### src/rtl/vram_blit_engine.sv
module vram_blit_engine #(
  parameter int AW         = 17,
  parameter int COPY_WORDS = 256
) (
  input  logic          clk,
  input  logic          rst_n,
  input  logic          bus_wr,
  input  logic [1:0]    bus_sel,
  input  logic [AW-1:0] bus_off,
  input  logic [31:0]   bus_data,
  input  logic [3:0]    bus_be,
  input  logic          fill_wr,
  input  logic [31:0]   fill_data,
  output logic          stall,
  output logic [AW-1:0] mem_addr,
  output logic          mem_re,
  output logic          mem_we,
  output logic [3:0]    mem_be,
  output logic [31:0]   mem_wdata,
  input  logic [31:0]   mem_rdata
);
  localparam int CW = (COPY_WORDS > 1) ? $clog2(COPY_WORDS) : 1;
  localparam logic [CW-1:0] LAST = CW'(COPY_WORDS - 1);

  typedef enum logic [1:0] {S_IDLE, S_FILL, S_RD, S_WR} st_t;

  st_t           st;
  logic [31:0]   fill_q;
  logic [AW-1:0] src_q, dst_q, base_q;
  logic [15:0]   mask_q;
  logic [CW-1:0] idx_q;
  logic [1:0]    grp_q;

  wire idle = (st == S_IDLE);
  wire acc  = bus_wr & idle;
  assign stall = ~idle;

  wire [31:0] lane_m = {{8{bus_be[3]}}, {8{bus_be[2]}}, {8{bus_be[1]}}, {8{bus_be[0]}}};
  wire [31:0] fill_m = bus_data & lane_m & 32'h0F0F_0F0F;

  logic [3:0] keep_be;
  for (genvar j = 0; j < 4; j++) begin : g_lane
    assign keep_be[j] = bus_be[j] & (|bus_data[8*j +: 8]);
  end

  wire [3:0]    grp_be  = mask_q[4*grp_q +: 4];
  wire [AW-1:0] idx_ext = AW'(idx_q);

  always_comb begin
    mem_addr  = '0;
    mem_re    = 1'b0;
    mem_we    = 1'b0;
    mem_be    = 4'h0;
    mem_wdata = fill_q;
    case (st)
      S_IDLE: if (bus_wr && bus_sel == 2'd0 && |keep_be) begin
        mem_we    = 1'b1;
        mem_be    = keep_be;
        mem_addr  = bus_off;
        mem_wdata = bus_data;
      end
      S_FILL: begin
        mem_we   = |grp_be;
        mem_be   = grp_be;
        mem_addr = base_q + AW'(grp_q);
      end
      S_RD: begin
        mem_re   = 1'b1;
        mem_addr = src_q + idx_ext;
      end
      S_WR: begin
        mem_we    = 1'b1;
        mem_be    = 4'hF;
        mem_addr  = dst_q + idx_ext;
        mem_wdata = mem_rdata;
      end
      default: ;
    endcase
  end

  always_ff @(posedge clk) begin
    if (!rst_n) begin
      st     <= S_IDLE;
      fill_q <= '0;
      src_q  <= '0;
      dst_q  <= '0;
      base_q <= '0;
      mask_q <= '0;
      idx_q  <= '0;
      grp_q  <= '0;
    end else begin
      if (fill_wr && idle) fill_q <= fill_data;
      case (st)
        S_IDLE: if (acc) begin
          case (bus_sel)
            2'd1: begin
              st     <= S_FILL;
              base_q <= {bus_off[AW-1:2], 2'b00};
              mask_q <= {fill_m[27:24], fill_m[19:16], fill_m[11:8], fill_m[3:0]};
              grp_q  <= '0;
            end
            2'd2: src_q <= bus_off;
            2'd3: begin
              st    <= S_RD;
              dst_q <= bus_off;
              idx_q <= '0;
            end
            default: ;
          endcase
        end
        S_FILL: begin
          grp_q <= grp_q + 2'd1;
          if (grp_q == 2'd3) st <= S_IDLE;
        end
        S_RD: st <= S_WR;
        S_WR: begin
          idx_q <= idx_q + 1'b1;
          st    <= (idx_q == LAST) ? S_IDLE : S_RD;
        end
        default: st <= S_IDLE;
      endcase
    end
  end
endmodule


### config.mk
export PLATFORM = sky130hd
export DESIGN_NAME = vram_blit_engine
export DESIGN_NICKNAME = d
export VERILOG_FILES = /design/src/rtl/vram_blit_engine.sv
export SDC_FILE = /design/constraint.sdc
export NUM_CORES = 1
export LEC_CHECK = 0
export ABC_AREA = 1
export BUFFER_PORTS_ARGS = -buffer_cell sky130_fd_sc_hd__buf_4
export CAP_MARGIN = 20
export CORE_MARGIN = 1
export CORE_UTILIZATION = 53
export DETAILED_ROUTE_END_ITERATION = 8
export PLACE_DENSITY = 0.89
export SYNTH_ARGS = -nofsm -noshare
export SYNTH_HDL_FRONTEND = slang
export SYNTH_SLANG_ARGS = --single-unit
### constraint.sdc
create_clock -name clk -period 4.5 [get_ports clk]
set_clock_uncertainty 0.15 [all_clocks]
set_input_delay 0.45 -clock clk [delete_from_list [all_inputs] [get_ports clk]]
set_output_delay 0.45 -clock clk [all_outputs]
set_load 0.01 [all_outputs]
# Word-level counts from Yosys, hierarchy flattened
# Index checks and enable logic that the tools add are counted.
# op_classes
shifts	1
eq_ne	13
addsub	5
n_reduce_logical	19
n_bitwise	7
muxes	20
# ops
cell	count
17-bit case mux with 4 select lines	1
32-bit case mux with 2 select lines	1
17-bit by 8-bit adder with 17-bit output	2
32-bit two-way mux	1
8-bit OR reduction	4
28-bit AND	1
3-bit AND reduction	6
17-bit by 2-bit adder with 17-bit output	1
17-bit two-way mux	1
8-bit two-way mux	2
8-bit case mux with 2 select lines	1
16-bit by 5-bit indexed part select with 4-bit output	1
4-bit case mux with 3 select lines	1
2-bit == test (second input constant)	5
2-bit two-way mux	5
8-bit by 1-bit adder with 8-bit output (second input constant)	1
8-bit == test (second input constant)	1
2-bit case mux with 2 select lines	2
2-bit case mux with 4 select lines	1
4-bit OR reduction	2
2-bit by 1-bit inequality test with 1-bit output (second input constant)	3
1-bit AND	5
2-bit by 1-bit == test with 1-bit output (second input constant)	2
2-bit zero test	2
9 further kinds	13
# word_totals
inputBits	123
wordCells	73
reg_bits	109
output_inout_bits	56

# Depth between registers and ports, before layout
# Gate-level depths: netlist of run 1.
# logic_depth
word_depth	6
depth_mapped	20
mapped_depth_nobuf	18

# Worst setup path after synthesis of run 1
# No wires, ideal clock.
# synth_path
path_kind	reg2out
from	reg st[1]
to	out mem_addr[16]
path_stages_with_launch	20
arrival_ns	2.759
n_path_buf	3
setup_slack_ns	1.141
required_ns	3.900
cell_sequence	dfxtp_1 > ha_1 > buf_6 > buf_4 > buf_2 > nand2_1 > nand2_1 > ha_1 > inv_1 > fa_1 > inv_1 > nand2_1 > o21ai_0 > nand2_1 > nand2_1 > nand2_1 > nor2_1 > nand2_1 > nand3_1 > nand3_1
# synth_via
elab_chain_cells	2
word_cells_on_any_way	5
cone_classes	3 x eq/ne; 1 x mux; 1 x reduce/logical
# synth_rtl
item	line	source
start: declaration	27	st_t st;
start signal: assignment	118	st <= (idx_q == LAST) ? S_IDLE : S_RD;
2-bit == test, or another cell as far along	55	case (st)
17-bit case mux with 4 select lines *	55	
end: declaration	15	output logic [AW-1:0] mem_addr,
# Mark *: on every way between the ends. The rest lies on a longest branch, timed or not.

# Worst setup path in the final report of run 1
# layout_path
from	reg st[1]
to	out mem_addr[14]
# The elaborated chain is that of the path after synthesis.

==> key figures, run 1 <==
Power and ir drop
  – Pwr/cell area: 533 nW/um^2
  – Peak VDD IR: 0.345 mV
  – Static leakage: 0.00395 uW

Critical path
  – Crit path capture type: output port
  – WP data arrival: 3.54 ns
  – Crit path required time: 3.90 ns
  – Crit Path Class: reg -> out
  – R2r setup slk: 1.48 ns
  – Max Fanout on Critical Path: 30
  – CP startpoint kind: flip-flop

Outcome
  – Status: finished, final reports clean

Synth
  – Top FF cell, synth: dfxtp_1
  – Top area cells in the synthesized netlist: dfxtp_1, nand2_1, a21oi_1, nor2_1, nand3_1
  – Number of distinct library cells after synthesis: 39
  – Sequential element share of the synthesized area: 0.331
  – Synth Cell Area: 6590 um^2
  – Yosys top cell by area: dfxtp_1
  – Mapped Avg Cell Area: 6.19 um^2
  – Synth warn: 0
  – Post-Syn Instances: 1064
  – Flops & latches, synth: 109
  – Post-synth ARST share: 0
  – Top cell type's share of synthesized area: 0.331
  – Post-synth EDFFs: 0
  – Synthesized net count: 1205

Timing
  – Pins Over Slew Limit: 0
  – Min Hold Slack: 0.198 ns
  – Period utilisation layout: 0.920
  – Setup TNS: 0 ns
  – Worst-Margin Slew: 1.11 ns
  – F_max: 242 MHz
  – Final min period: 4.14 ns
  – Endpoints failing hold: 0
  – Unrepaired setup endpoints after global routing: false
  – Slew headroom: 0.260
  – Final setup vio count: 0

Die
  – Die Footprint: 12900 um^2
  – # IOs: 179
  – Initial core utilization: 0.546
  – Die H: 113 um
  – Die width: 113 um
  – Num rows: 40
  – Core area: 12100 um^2

Detailed routing
  – Number of remaining DRC errors: 0
  – Final ANT Viol Nets: 0
  – Total number of vias: 7667
  – First DRT Iteration DRCs: 850
  – TritonRoute pass-1 iters: 7
  – Vias per inst: 5.56
  – WL/cell: 15.1 um
  – Final WL: 20800 um

Global routing
  – Grt ovf: 0
  – Largest net degree at the start of global routing: 88
  – Number of global-route vias before repair: 6872
  – First-pass GRT wire length: 33100 um
  – Global Route Usage Sum: 0.321
  – Antenna violations before repair: 0

Clocking
  – Total CTS buffers: 9
  – Post-CTS Resized: 0
  – Clock net sink count: 109
  – CTS root buffer: clkbuf_16
  – CTS tree: done
  – Clk Latency, worst-skew pair: 0.35 ns
  – Longest Clk Path Bufs: 2
  – Clock slew at reported path FFs: 0.07 ns
  – Postcts setup bufs: 0
  – CTS Hold Buffers Added: 0
  – H-tree levels: 3

Final layout
  – Sequential cell area: 2180 um^2
  – Ant. Diodes: 0
  – Most common cell after layout, fill and taps aside: nand2_1
  – Nets: 1346
  – Design area: 8290 um^2
  – Multi-input logic area: 3740 um^2
  – Fin cells: 1378
  – Layout area overhead: 25.9%
  – Fraction of layout cells with a size suffix above 1: 0.187
  – Commonest non-fill, non-tap cells in the layout: nand2_1, buf_4, nor2_1, a21oi_1
  – Fill count: 1030

Placement
  – Port bufs: 178
  – DP Area: 7970 um^2
  – Placed instance count: 1362
  – Detailed Place HPWL: 14200 um
  – GP Congestion: 0.878

Job
  – # Max-Cap Violations: 0

Hold path
  – Hold WC Path Type: in -> reg
synth_stat cells, types with 4 or more instances:
cell type / instances
nand2_1: 188
buf_2: 8
o21ai_1: 6
ha_1: 17
nor2_1: 170
a21oi_1: 135
inv_2: 4
nand2_2: 5
clkinv_1: 4
dfxtp_1: 109
nand3_1: 109
nor2_2: 5
clkbuf_1: 43
o22ai_1: 4
inv_1: 108
o211ai_1: 5
o21ai_0: 102
worst max-delay path, cell delays in order, from the launching register on:
cell and delay [ns]:
dfxtp_1 0.34, ha_2 0.39, inv_2 0.33, nand2_1 0.11, nand2_1 0.08, ha_1 0.19
inv_1 0.08, fa_1 0.36, inv_1 0.07, nand2_1 0.06, o21ai_0 0.35, nand2_1 0.09
nand2_1 0.12, nand2_1 0.06, nand2_1 0.13, nand3_1 0.09, nand3_1 0.10, nand3_1 0.09
buf_4 0.15
sequential cells by signal, summed over array words and instances, names as in the netlist:
signal and cells:
base_q 15, fill_q 32, grp_q 2, src_q 17, mask_q 16, dst_q 17
st 2, idx_q 8
power by group:
part / internal (uW) / switching [uW] / leakage [uW] / total, uW
sequential: 1110 / 88.0 / 0.000891 / 1200
combinational: 946 / 1400 / 0.00290 / 2340
clock: 492 / 378 / 0.000161 / 870
cell type report:
class | instances | share of cell area
inverter | 116 | 0.0525
timing repair buffer | 187 | 0.169
clock inverter | 7 | 0.0116
multi-input combinational | 782 | 0.451
clock buffer | 9 | 0.0272
sequential | 109 | 0.263
tap | 168 | 0.0254
final timing paths:
path	from	end	cells after the start
hold / removal	bus_off[1]	dst_q[1]	3
hold reg to reg	src_q[15]	src_q[15]	2
setup / recovery	st[1]	mem_addr[14]	18
setup reg to reg	st[0]	idx_q[7]	8
metrics by stage:
| stage | util | setup WS [ns] | power (uW) |
|---|---|---|---|
| floorplan | - | 1.14 | 2550 |
| global placement | 0.661 | 0.959 | 3470 |
| detailed placement | 0.661 | 0.867 | 3500 |
| CTS | 0.687 | 0.398 | 4380 |
| global route | 0.687 | 0.0710 | 4670 |
| finish | 0.687 | 0.360 | 4420 |
cell families after synthesis:
logic type               Yosys count  synth area share
XOR/XNOR                           5           0.00665
AO/OA/AOI/OAI                    266             0.210
AND/OR/NAND/NOR                  493             0.314
flip-flops                       109             0.331
buffers and inverters            173             0.102
adder cells (fa/ha/maj)           18            0.0353
routing by layer:
layer  GRT usage  vias to the layer above  wire length, um
li1            -                     3748                -
met1       0.422                     3511             8740
met2       0.522                      348             9660
met3      0.0510                       60             1650
met4       0.134                        0              729
met5           0                        -                0
No activity file was read; power rests on OpenSTA's default activity.
==> run 2, diff against run 1 <==
PLACE_DENSITY = 0.81   (was 0.89)
==> run 2 against run 1 <==
Against the previous run:
- clock-buffer cell count unchanged
- final area up 0.24%
- sequential power about the same
- largest cell class unchanged
- global-route usage is 0.071 points lower
- wire length is 0.66% lower
==> key figures, run 2 (synthesized netlist as in run 1, its figures left out) <==
Outcome
  – Status: finished, final reports clean

Final layout
  – Fraction of layout cells with a size suffix above 1: 0.187 (unchanged)
  – Layout area overhead: 26.2%
  – Nets: 1346 (unchanged)
  – Ant. Diodes: 0 (unchanged)
  – Largest Register: fill_q
  – Biggest regs: fill_q: 32 flops, dst_q: 17 flops, src_q: 17 flops
  – Fin cells: 1378 (unchanged)
  – Most common cell after layout, fill and taps aside: nand2_1
  – Commonest non-fill, non-tap cells in the layout: nand2_1, buf_4, nor2_1, a21oi_1
  – Max FFs per register: 32 (unchanged)

Die
  – Num rows: 40 (unchanged)
  – Initial core utilization: 0.546 (unchanged)
  – # IOs: 179 (unchanged)
  – Die H: 113 um (unchanged)
  – Die Footprint: 12900 um^2 (unchanged)
  – Die width: 113 um (unchanged)
  – Core area: 12100 um^2 (unchanged)

Clocking
  – CTS Hold Buffers Added: 0 (unchanged)
  – Postcts setup bufs: 0 (unchanged)
  – Clock net sink count: 109 (unchanged)
  – Clock slew at reported path FFs: 0.07 ns (about the same)
  – CTS root buffer: clkbuf_16
  – H-tree levels: 3 (unchanged)
  – Post-CTS Resized: 0 (unchanged)
  – Clk Latency, worst-skew pair: 0.37 ns (+0.02 ns)
  – Total CTS buffers: 9 (unchanged)
  – Longest Clk Path Bufs: 2 (unchanged)
  – CTS tree: done

Timing
  – Pins Over Slew Limit: 0 (unchanged)
  – F_max: 243 MHz (+0.78%)
  – Setup TNS: 0 ns (unchanged)
  – Unrepaired setup endpoints after global routing: false
  – Final min period: 4.11 ns (-0.0320 ns)
  – Slew headroom: 0.454 (+0.193)
  – Final setup vio count: 0 (unchanged)
  – Period utilisation layout: 0.913 (-0.00710)
  – Worst-Margin Slew: 0.818 ns (-0.291 ns)
  – Endpoints failing hold: 0 (unchanged)

Detailed routing
  – First DRT Iteration DRCs: 840 (-1.2%)
  – Final WL: 20600 um (-0.66%)
  – Total number of vias: 7523 (-1.9%)
  – Number of remaining DRC errors: 0 (unchanged)
  – TritonRoute pass-1 iters: 7 (unchanged)
  – Vias per inst: 5.46 (-1.9%)
  – Final ANT Viol Nets: 0 (unchanged)
  – WL/cell: 15.0 um (-0.66%)

Critical path
  – Worst path cell trace: ha_2 > inv_2 > nand2_1 > nand2_1 > ha_1 > inv_1 > fa_1 > inv_1 > nand2_1 > o21ai_0 > nand2_1 > nand2_1 > nand2_1 > nand2_1 > nand3_1 > nand3_1 > nand3_1 > buf_4
  – Max Fanout on Critical Path: 28 (-6.7%)
  – Slowest cell on the critical path: ha_2
  – Crit path required time: 3.90 ns (about the same)
  – Crit Path Class: reg -> out
  – Crit-path max cell delay: 0.39 ns (about the same)
  – CP most frequent cell: nand2_1
  – CP startpoint kind: flip-flop
  – WP data arrival: 3.51 ns (-0.03 ns)
  – WP buf/inv: 4 (unchanged)
  – Critical path's top delay family: adder cells
  – Crit path capture type: output port

Power and ir drop
  – Pwr/cell area: 534 nW/um^2 (+0.16%)
  – Static leakage: 0.00396 uW (+0.21%)
  – Peak VDD IR: 0.388 mV (+12%)
  – Switching power: 1850 uW (-0.59%)
  – Sw frac: 0.418 (-0.00419)
  – Clock share of power: 0.199 (+0.002)
  – Reg power frac: 0.271 (about the same)
  – Combinational share of power: 0.530 (about the same)
  – Int Pwr: 2580 uW (+1.1%)

Placement
  – GP Congestion: 0.901 (+2.7%)
  – Detailed Place HPWL: 14000 um (-0.89%)
  – Placed instance count: 1361 (-0.073%)
  – Port bufs: 178 (unchanged)

Job
  – # Max-Cap Violations: 0 (unchanged)

Global routing
  – First-pass GRT wire length: 32800 um (-0.90%)
  – Largest net degree at the start of global routing: 88 (unchanged)
  – Global Route Usage Sum: 0.320 (-0.000710)
  – Grt ovf: 0 (unchanged)
  – Number of global-route vias before repair: 6727 (-2.1%)
  – Antenna violations before repair: 0 (unchanged)

Hold path
  – Hold WC Path Type: in -> reg
[run 2: cell count changes in the layout (fill, tap and decap cells not counted), sizes merged]
| cell | previous run | this run |
|---|---|---|
| clkinv | 6 | 7 |
| inv | 115 | 114 |
[run 2: final cells by class]
class	instances	area (um^2)
Clock inverter	7	96.3
Sequential cell	109	2180
Clock buffer	9	225
Tap cell	168	210
Multi-Input combinational cell	782	3740
Inverter	116	435
Timing Repair Buffer	187	1420
Fill cell	1149	3750
[run 2: worst paths after layout]
| check | slack [ns] | cells past startpoint | end | startpoint |
|---|---|---|---|---|
| max | 0.39 | 18 | mem_addr[14] | st[0] |
| min | 0.18 | 3 | dst_q[0] | bus_off[0] |
| max reg2reg | 1.82 | 8 | src_q[3] | st[0] |
| min reg2reg | 0.30 | 2 | src_q[15] | src_q[15] |
[run 2: power by group through the flow]
| stage | Sequential (uW) | Clock (uW) | Combinational, uW |
|---|---|---|---|
| after global placement | 1210 | 0 | 2260 |
| after detailed placement | 1220 | 0 | 2270 |
| after global routing | 1220 | 931 | 2570 |
| after CTS | 1200 | 891 | 2290 |
| after floorplan | 1190 | 0 | 1350 |
| final | 1200 | 881 | 2350 |
[run 2: layer usage]
metal  global-route usage  up-vias  routed length, um  part of all wire
met5                    0        -                  0                 0
met4                0.106        0                454             0.022
met3               0.0616       32               1520             0.074
met2                0.497      308               9490              0.46
met1                0.445     3433               9180              0.44
li1                     -     3750                  -                 -
[run 2: per-stage QoR]
step	utilization	total power [uW]	area, um^2	hold WS (ns)	worst slack (ns)
2_1_floorplan	-	2550	6590	0.274	1.14
3_3_place_gp	0.660	3470	7960	0.285	0.910
3_5_place_dp	0.660	3490	7960	0.291	0.826
4_1_cts	0.687	4380	8280	0.172	0.423
5_1_grt	0.689	4710	8310	0.194	0.0984
6_report	0.689	4430	8310	0.177	0.392
[run 2: tightest hold or removal path, stage by stage]
cell and delay (ns):
buf_4 0.09, nor2_1 0.04, nor2_1 0.08
==> run 3, diff against run 2 <==
ABC_AREA = unset   (was 1)
==> run 3 against run 2 <==
Against the previous run:
- via count fell by 14%
- combinational power fell by 50%
- non-clock buffer count rose by 3
- cell count fell by 22%
- maximum frequency fell by 4.4%
- clock-buffer cell count rose by 1
- clock power barely moved
- critical path type unchanged
- core utilization rose by 0.88 points
- sequential share of layout area rose by 1.0 points
- final area fell by 3.7%
==> key figures, run 3 <==
Clocking
  – H-tree levels: 3 (unchanged)
  – Clk Latency, worst-skew pair: 0.35 ns (-0.02 ns)
  – CTS Hold Buffers Added: 0 (unchanged)
  – Clock net sink count: 109 (unchanged)
  – CTS tree: done
  – Total CTS buffers: 9 (unchanged)
  – CTS root buffer: clkbuf_16
  – Longest Clk Path Bufs: 2 (unchanged)
  – Post-CTS Resized: 0 (unchanged)
  – Clock slew at reported path FFs: 0.08 ns (about the same)
  – Postcts setup bufs: 0 (unchanged)

Critical path
  – FF-to-FF path depth: 7 (-1)
  – WP data arrival: 3.70 ns (+0.19 ns)
  – Crit Path Class: reg -> out
  – R2r setup slk: 1.65 ns (-0.17 ns)
  – Crit path required time: 3.90 ns (about the same)
  – Worst reg2reg path endpoint: idx_q[7]
  – FF-to-FF Start: st[1]
  – CP startpoint kind: flip-flop
  – Max Fanout on Critical Path: 11 (-61%)
  – Crit path capture type: output port

Synth
  – Post-Syn Instances: 786 (-26%)
  – Synth warn: 0 (unchanged)
  – Mapped Avg Cell Area: 7.99 um^2 (+29%)
  – Synthesized net count: 927 (-23%)
  – Number of distinct library cells after synthesis: 51 (+31%)
  – Synth Cell Area: 6280 um^2 (-4.6%)
  – Most frequent cell after synthesis: nand2_1
  – Top FF cell, synth: dfxtp_1
  – Sequential element share of the synthesized area: 0.347 (+0.0160)
  – Top area cells in the synthesized netlist: dfxtp_1, nand2_1, a21boi_0, a221o_1, and3_1
  – Yosys top cell by area: dfxtp_1
  – Synth cell count leaders: nand2_1, dfxtp_1, a21boi_0
  – Flops & latches, synth: 109 (unchanged)
  – Top cell type's share of synthesized area: 0.347 (+0.0160)
  – Post-synth EDFFs: 0 (unchanged)
  – Post-synth ARST share: 0 (unchanged)

Timing
  – Pins Over Slew Limit: 0 (unchanged)
  – Slew headroom: 0.293 (-0.160)
  – Unrepaired setup endpoints after global routing: false
  – Final min period: 4.30 ns (+0.191 ns)
  – Min Hold Slack: 0.199 ns (+0.0213 ns)
  – Period utilisation layout: 0.955 (+0.0425)
  – Final setup vio count: 0 (unchanged)
  – Endpoints failing hold: 0 (unchanged)
  – Worst-Margin Slew: 1.06 ns (+0.238 ns)
  – Setup TNS: 0 ns (unchanged)
  – F_max: 233 MHz (-4.4%)

Final layout
  – Fill count: 951 (-17%)
  – Biggest regs: fill_q: 32 flops, dst_q: 17 flops, src_q: 17 flops
  – Design area: 8000 um^2 (-3.7%)
  – Fraction of layout cells with a size suffix above 1: 0.237 (+0.0507)
  – Commonest non-fill, non-tap cells in the layout: nand2_1, buf_4, dfxtp_1, a21boi_0, a221o_1
  – Ant. Diodes: 0 (unchanged)
  – Max FFs per register: 32 (unchanged)
  – Most common cell after layout, fill and taps aside: nand2_1
  – Fin cells: 1078 (-22%)
  – Layout Utilization: 0.698 (+0.00876)
  – Nets: 1071 (-20%)
  – Largest Register: fill_q
  – Layout area overhead: 27.4%

Hold path
  – Hold Crit Start: fill_data[27]
  – Hold Path Cell Cnt: 3 (unchanged)
  – Worst Hold End: fill_q[27]
  – Hold WC Path Type: in -> reg

Die
  – Die H: 111 um (-2.3%)
  – Die Footprint: 12300 um^2 (-4.5%)
  – Core area: 11500 um^2 (-4.9%)
  – Num rows: 39 (-2.5%)
  – # IOs: 179 (unchanged)
  – Initial core utilization: 0.548 (+0.00178)
  – Die width: 111 um (-2.3%)

Detailed routing
  – Final WL: 20200 um (-2.1%)
  – Vias per inst: 6.00 (+9.9%)
  – First DRT Iteration DRCs: 643 (-23%)
  – Total number of vias: 6466 (-14%)
  – Number of remaining DRC errors: 0 (unchanged)
  – WL/cell: 18.7 um (+25%)
  – TritonRoute pass-1 iters: 5 (-2)
  – Final ANT Viol Nets: 0 (unchanged)

Power and ir drop
  – Pwr/cell area: 400 nW/um^2 (-25%)
  – Peak VDD IR: 0.472 mV (+22%)
  – Static leakage: 0.00329 uW (-17%)

Outcome
  – Status: finished, final reports clean

Global routing
  – First-pass GRT wire length: 32100 um (-2.0%)
  – Number of global-route vias before repair: 6414 (-4.7%)
  – Largest net degree at the start of global routing: 106 (+20%)
  – Grt ovf: 0 (unchanged)
  – Global Route Usage Sum: 0.326 (+0.00648)
  – Antenna violations before repair: 0 (unchanged)

Placement
  – Detailed Place HPWL: 14600 um (+4.1%)
  – DP Area: 7630 um^2 (-4.2%)
  – Placed instance count: 1060 (-22%)
  – GP Congestion: 0.940 (+4.3%)
  – Port bufs: 178 (unchanged)

Job
  – # Max-Cap Violations: 0 (unchanged)
-- run 3: cell count changes in the layout (fill, tap and decap cells not counted), sizes merged, moves of 33 or more --
cell,change
o21ai,-85
a21oi,-113
a221o,+36
a21boi,+102
nor2,-159
nand3,-88
inv,-103
and3,+33
-- run 3: worst max-delay path by stage --
stage,cells after the start,slack [ns],from,endpoint
floorplan,15,0.04,st[1],mem_addr[16]
global placement,12,0.74,st[1],mem_addr[16]
detailed placement,12,0.63,st[1],mem_addr[16]
CTS,12,0.24,st[1],mem_addr[16]
global route,12,0.02,st[1],mem_addr[16]
finish,10,0.20,st[1],mem_addr[13]
-- run 3: per-stage QoR --
stage	power (uW)	setup slack, ns
2_1_floorplan	1820	0.0394
3_3_place_gp	2250	0.739
3_5_place_dp	2290	0.632
4_1_cts	3160	0.239
5_1_grt	3350	0.0167
6_report	3200	0.201
-- run 3: where the power goes --
part	internal [uW]	switching [uW]	leakage (uW)	total (uW)
combinational	519	666	0.00224	1180
clock	507	377	0.000156	884
sequential	1070	62.8	0.000887	1130
-- run 3: final cells by class --
cell class / count / area [um^2] / share of cell area
clock buffers: 10 / 239 / 0.0299
clock inverters: 6 / 92.6 / 0.0116
inverters: 9 / 33.8 / 0.00422
multi-input cells: 611 / 3820 / 0.478
flip-flops and latches: 109 / 2180 / 0.273
well taps: 143 / 179 / 0.0224
repair buffers: 190 / 1450 / 0.182
-- run 3: worst max-delay path, cell delays in order (launching register included) --
cell	delay [ns]
dfxtp_1	0.40
ha_1	0.50
mux2_2	0.40
ha_1	0.35
o211ai_1	0.10
o21ai_0	0.42
nand4_1	0.16
a21oi_1	0.35
mux2i_1	0.14
o21ai_0	0.33
buf_4	0.19
-- run 3: cells by family after synthesis --
logic type                 synth area share
and+or+nand+nor                       0.240
AOI/OAI and AO/OA                     0.261
DFF                                   0.347
buffers and inverters                0.0454
muxes                                0.0486
adders and majority gates            0.0371
xor gates and xnor gates             0.0209
-- run 3: routing by layer --
| layer | vias to the layer above | GRT usage | share of wire |
|---|---|---|---|
| li1 | 3090 | - | - |
| met1 | 3090 | 0.419 | 0.43 |
| met2 | 252 | 0.530 | 0.47 |
| met3 | 34 | 0.0815 | 0.073 |
| met4 | 0 | 0.118 | 0.021 |
| met5 | - | 0 | 0 |
